File: src/rtl/pd_seq.sv
module pd_seq #(
  parameter int CLK_MHZ = 100,
  parameter int TMO_US = 1000000,
  parameter int SRAM_W = 4,
  parameter bit SRAM_ISO = 1'b1
) (
  input  logic              clk,
  input  logic              rst_n,
  input  logic              req_on,
  input  logic              req_off,
  input  logic              sw_ack,
  input  logic              sw2_ack,
  input  logic [SRAM_W-1:0] sram_ack,
  input  logic              prot_ack,
  output logic [6:0]        dom_ctl,
  output logic [SRAM_W-1:0] sram_pdn,
  output logic              prot_req,
  output logic              busy,
  output logic              done,
  output logic              is_on,
  output logic              err
);
  localparam int TMO_CYC = CLK_MHZ * TMO_US;
  localparam int TW = $clog2(TMO_CYC + 1);
  localparam int RSTN = 0, ISO = 1, ON1 = 2, ON2 = 3, CKDIS = 4, SCKISO = 5, SISON = 6;
  localparam logic [6:0] OFF_CTL = 7'b0110010;

  typedef enum logic [4:0] {
    IDLE, U_ON2, U_WPWR, U_CLK, U_ISO, U_RST, U_SRAM, U_WSRAM, U_SISO, U_DLY,
    U_CKISO, U_BP, U_WBP, D_WBP, D_CKISO, D_DLY, D_SISO, D_PDN, D_WSRAM,
    D_ISO, D_CLK, D_RST, D_ON2, D_ON, D_WPWR
  } st_t;

  st_t st;
  logic [TW-1:0] tmr;
  logic abort;

  wire both_on  = sw_ack & sw2_ack;
  wire both_off = ~sw_ack & ~sw2_ack;
  wire tmo      = tmr == TW'(TMO_CYC - 1);
  wire dly_end  = tmr == TW'(CLK_MHZ - 1);

  assign busy = st != IDLE;

  always_ff @(posedge clk or negedge rst_n) begin
    if (!rst_n) begin
      st <= IDLE; dom_ctl <= OFF_CTL; sram_pdn <= '1; prot_req <= 1'b1;
      done <= 1'b0; err <= 1'b0; is_on <= 1'b0; tmr <= '0; abort <= 1'b0;
    end else begin
      done <= 1'b0;
      err <= 1'b0;
      tmr <= '0;
      case (st)
        IDLE: begin
          abort <= 1'b0;
          if (req_on) begin
            if (is_on) done <= 1'b1;
            else begin dom_ctl[ON1] <= 1'b1; st <= U_ON2; end
          end else if (req_off) begin
            if (!is_on) done <= 1'b1;
            else begin prot_req <= 1'b1; st <= D_WBP; end
          end
        end
        U_ON2: begin dom_ctl[ON2] <= 1'b1; st <= U_WPWR; end
        U_WPWR:
          if (both_on) st <= U_CLK;
          else if (tmo) begin abort <= 1'b1; st <= D_ISO; end
          else tmr <= tmr + 1'b1;
        U_CLK: begin dom_ctl[CKDIS] <= 1'b0; st <= U_ISO; end
        U_ISO: begin dom_ctl[ISO] <= 1'b0; st <= U_RST; end
        U_RST: begin dom_ctl[RSTN] <= 1'b1; st <= U_SRAM; end
        U_SRAM: begin sram_pdn <= '0; st <= U_WSRAM; end
        U_WSRAM:
          if (sram_ack == '0) st <= SRAM_ISO ? U_SISO : U_BP;
          else if (tmo) begin abort <= 1'b1; st <= D_PDN; end
          else tmr <= tmr + 1'b1;
        U_SISO: begin dom_ctl[SISON] <= 1'b1; st <= U_DLY; end
        U_DLY: if (dly_end) st <= U_CKISO; else tmr <= tmr + 1'b1;
        U_CKISO: begin dom_ctl[SCKISO] <= 1'b0; st <= U_BP; end
        U_BP: begin prot_req <= 1'b0; st <= U_WBP; end
        U_WBP:
          if (!prot_ack) begin st <= IDLE; done <= 1'b1; is_on <= 1'b1; end
          else if (tmo) begin abort <= 1'b1; prot_req <= 1'b1; st <= D_WBP; end
          else tmr <= tmr + 1'b1;
        D_WBP:
          if (prot_ack || (tmo && abort)) st <= SRAM_ISO ? D_CKISO : D_PDN;
          else if (tmo) begin st <= IDLE; done <= 1'b1; err <= 1'b1; end
          else tmr <= tmr + 1'b1;
        D_CKISO: begin dom_ctl[SCKISO] <= 1'b1; st <= D_DLY; end
        D_DLY: if (dly_end) st <= D_SISO; else tmr <= tmr + 1'b1;
        D_SISO: begin dom_ctl[SISON] <= 1'b0; st <= D_PDN; end
        D_PDN: begin sram_pdn <= '1; st <= D_WSRAM; end
        D_WSRAM:
          if (&sram_ack || (tmo && abort)) st <= D_ISO;
          else if (tmo) begin st <= IDLE; done <= 1'b1; err <= 1'b1; end
          else tmr <= tmr + 1'b1;
        D_ISO: begin dom_ctl[ISO] <= 1'b1; st <= D_CLK; end
        D_CLK: begin dom_ctl[CKDIS] <= 1'b1; st <= D_RST; end
        D_RST: begin dom_ctl[RSTN] <= 1'b0; st <= D_ON2; end
        D_ON2: begin dom_ctl[ON2] <= 1'b0; st <= D_ON; end
        D_ON: begin dom_ctl[ON1] <= 1'b0; st <= D_WPWR; end
        D_WPWR:
          if (both_off || (tmo && abort)) begin
            st <= IDLE; done <= 1'b1; is_on <= 1'b0; err <= abort;
          end else if (tmo) begin st <= IDLE; done <= 1'b1; err <= 1'b1; end
          else tmr <= tmr + 1'b1;
        default: st <= IDLE;
      endcase
    end
  end
endmodule

File: config.mk
export PLATFORM = sky130hd
export DESIGN_NAME = pd_seq
export DESIGN_NICKNAME = d
export VERILOG_FILES = /design/src/rtl/pd_seq.sv
export SDC_FILE = /design/constraint.sdc
export NUM_CORES = 1
export LEC_CHECK = 0
export ABC_AREA = 1
export BUFFER_PORTS_ARGS = -buffer_cell sky130_fd_sc_hd__buf_2
export CAP_MARGIN = 20
export CORE_UTILIZATION = 40
export DETAILED_ROUTE_END_ITERATION = 10
export GPL_TIMING_DRIVEN = 1
export SYNTH_ARGS = -nofsm -noshare
export SYNTH_HDL_FRONTEND = slang
export SYNTH_SLANG_ARGS = --single-unit
File: constraint.sdc
create_clock -name clk -period 2.03 [get_ports clk]
set_input_delay 0.1015 -clock clk [delete_from_list [all_inputs] [get_ports clk]]
set_output_delay 0.1015 -clock clk [all_outputs]
set_load 0.005 [all_outputs]
==> results.json <==
{
  "min_period_over_period": 0.9117,
  "clock_latency_ns": 0.31,
  "drt_pass1_iterations": 5,
  "holdCritPathClass": "input pin to flip-flop",
  "finalClockSkew_ns": 0.01144,
  "rsz0062_at_grt": "no",
  "drcViolationCount": 0,
  "slew-limit-headroom": 0.6196,
  "slew_viol_final": 0,
  "nets": 502,
  "num-fill-cells": 836,
  "seqCellArea_um2": 1132,
  "antenna_found_initial": 0,
  "cts_buffers": 5,
  "wire_per_inst_um": 13.50,
  "initial_core_util": 0.4204,
  "cts.repair.resized": 0,
  "hold_violations": 0,
  "cts_root_buf": "clkbuf_8",
  "die_w_um": 92.82,
  "ys.warnings.count": 0,
  "slowest_stage": "dfrtp_1",
  "status": "completed",
  "min_period_ns": 1.851,
  "peakVddDrop_mv": 0.4969,
  "worstHoldStart": "prot_ack",
  "crit_type": "flip-flop to flip-flop",
  "setup_violations": 0,
  "syn-cell-area_um2": 3299,
  "synth.avg_cell_area_um2": 7.300,
  "cpLargestDelayFamily": "simple AND/OR/NAND/NOR gates",
  "port_buffers": 26,
  "htreeDepth": 2,
  "clockBufferDepth": 2,
  "grt_use_total": 0.2009,
  "critical_path_arrival_ns": 2.04,
  "area_delta_synth_final_pct": 11.91,
  "fin_area_um2": 3692,
  "crit_buf_inv": 2,
  "synth-seq-area-share": 0.3432,
  "max_cap_violations": 0,
  "p_per_area_nw_per_um2": 922.3,
  "p_leak_uw": 0.001781,
  "start_kind": "flip-flop",
  "place_area_um2": 3592,
  "clock-sinks": 45,
  "layout-drive-gt1-share": 0.2220,
  "synth.area.top_cells": "dfrtp_1 (30%), nand2_1 (13%), nor2_1 (6.4%)",
  "required_ns": 2.22,
  "fin_util": 0.4705,
  "core-area_um2": 7848,
  "final_antenna_net_count": 0,
  "drtIter0Drc": 175,
  "critPathMaxStageDelay_ns": 0.41,
  "synth_top_flop_cell": "dfrtp_1",
  "die-area_um2": 8616,
  "path_cells": "ha_1, nand3_4, clkinv_2, nand2_4, nor2_8, nand3_4, nand3_1, nand3_2, nand2_4, buf_12, a21oi_1",
  "syn_nets": 464,
  "synth_top_cell_by_area": "dfrtp_1",
  "hold_ws_ns": 0.1780,
  "reg2reg_from": "tmr[0]$_DFF_PN0_",
  "num_antenna_cells": 0,
  "vias": 3001,
  "ys_seq_elements": 45,
  "grt_overflow": 0,
  "synthCells": 452,
  "tritoncts": "yes",
  "gp_congestion": 0.8958,
  "fin_tns_setup_ns": 0,
  "vias_per_cell": 5.061,
  "worstPathMaxFanout": 27,
  "clkTransAtPathRegs_ns": 0.08,
  "rows": 32,
  "dp_hpwl_mm": 6.259,
  "synth_edf_count": 0,
  "multiInputGateArea_um2": 1831,
  "grt_max_degree": 46,
  "synth_cell_types": 39,
  "worst_pin_slew_ns": 0.5706,
  "grt_pass1_vias": 2840,
  "ios": 27,
  "grt_pass1_wl_mm": 13.69,
  "die_y_um": 92.82,
  "critPathCaptureType": "flip-flop",
  "drt-total-wl_mm": 8.005,
  "worstSetupStartpoint": "tmr[0]$_DFF_PN0_",
  "ys_async_sr_fraction": 1.000,
  "fmax_mhz": 540.3,
  "totalPowerFinal_uw": 3405,
  "synth_top_cell_area_share": 0.3034
}
-- routing by layer --
layer | track usage | part of all wire | vias to the layer above | routed length, um
li1 | - | - | 1534 | -
met1 | 0.2951 | 0.51 | 1389 | 4082
met2 | 0.2984 | 0.43 | 71 | 3451
met3 | 0.03366 | 0.046 | 7 | 367
met4 | 0.06154 | 0.013 | 0 | 103
met5 | 0 | 0 | - | 0
-- worst register-to-register path: stages (launching register included) --
cell	delay, ns
dfrtp_1	0.41
ha_1	0.24
nand3_4	0.11
clkinv_2	0.09
nand2_4	0.07
nor2_8	0.14
nand3_4	0.11
nand3_1	0.10
nand3_2	0.10
nand2_4	0.07
buf_12	0.20
a21oi_1	0.10
-- cell usage in the layout (no fill, tap or decap), types with 2 or more instances in the layout --
cell and count:
nand3_1 35, nor2_4 4, dfstp_2 5, a21oi_2 21
buf_12 3, nor2_8 3, nor2_1 56, buf_4 11
nor3_1 14, nand3_4 2, a21oi_1 9, clkbuf_1 2
clkbuf_8 6, nor4_1 4, nand2_2 5, nand3_2 2
nand4_1 19, inv_2 7, nand2_1 116, inv_1 51
nor2_2 7, o21ai_0 7, o211ai_1 2, xnor2_1 3
dfrtp_1 40, buf_2 26, xor2_1 14, nand2_4 4
-- final timing paths --
check                      slack (ns)                endpoint  cells past startpoint
hold reg to reg                  0.46  dom_ctl[4]$_DFFE_PN1P_                      2
max in group asynchronous        1.23  dom_ctl[5]$_DFFE_PN1P_                      3
setup reg to reg                 0.18        tmr[0]$_DFF_PN0_                     11
min in group asynchronous        0.40       tmr[25]$_DFF_PN0_                      3
hold / removal                   0.18       is_on$_DFFE_PN0P_                      4
setup / recovery                 0.18        tmr[0]$_DFF_PN0_                     11
-- metrics by stage --
step / instances / setup slack, ns
after CTS: 593 / 0.1628
after detailed placement: 584 / 0.1791
after global placement: 584 / 0.2446
after global routing: 593 / 0.02562
final: 593 / 0.1792
after floorplan: 452 / 0.3025
-- power by group --
| part | internal (uW) | switching (uW) | total (uW) |
|---|---|---|---|
| Sequential | 1070 | 140 | 1210 |
| Clock | 278 | 310 | 589 |
| Combinational | 581 | 1020 | 1600 |
| Total | 1930 | 1470 | 3410 |
-- what timing repair did --
item,in CTS,in global routing
hold endpoints to repair,40,0
buffers inserted,0,0
hold buffers,1,0
-- cell families (layout without fill, tap and decap cells) --
logic type      after synthesis  after routing  share of synthesized area
xor+xnor                     17             17                    0.04513
compound gates               44             44                    0.09594
fa+ha+maj                     1              1                   0.003792
flops                        45             45                     0.3432
simple gates                275            275                     0.4099
buf+inv                      70            109                     0.1020
-- state kept, by name, indices dropped and copies added (netlist names) --
register / flops
tmr: 27
dom_ctl: 7
st: 5
abort: 1
done: 1
err: 1
is_on: 1
prot_req: 1
sram_pdn: 1
-- synthesized netlist by cell type (5+ instances only) --
cell type / instances
nand2_1: 116
nor2_1: 56
inv_1: 51
dfrtp_1: 40
nand3_1: 35
a21oi_2: 21
nand4_1: 19
nor3_1: 14
xor2_1: 14
a21oi_1: 9
inv_2: 7
nor2_2: 7
o21ai_0: 7
dfstp_2: 5
nand2_2: 5
-- layout make-up --
type / instances / area share
multi-input cells: 337 / 0.4958
flip-flops and latches: 45 / 0.3067
repair buffers: 41 / 0.07658
inverters: 60 / 0.06201
well taps: 102 / 0.03456
clock buffers: 8 / 0.02440
Power figures use the tool's default switching activity.
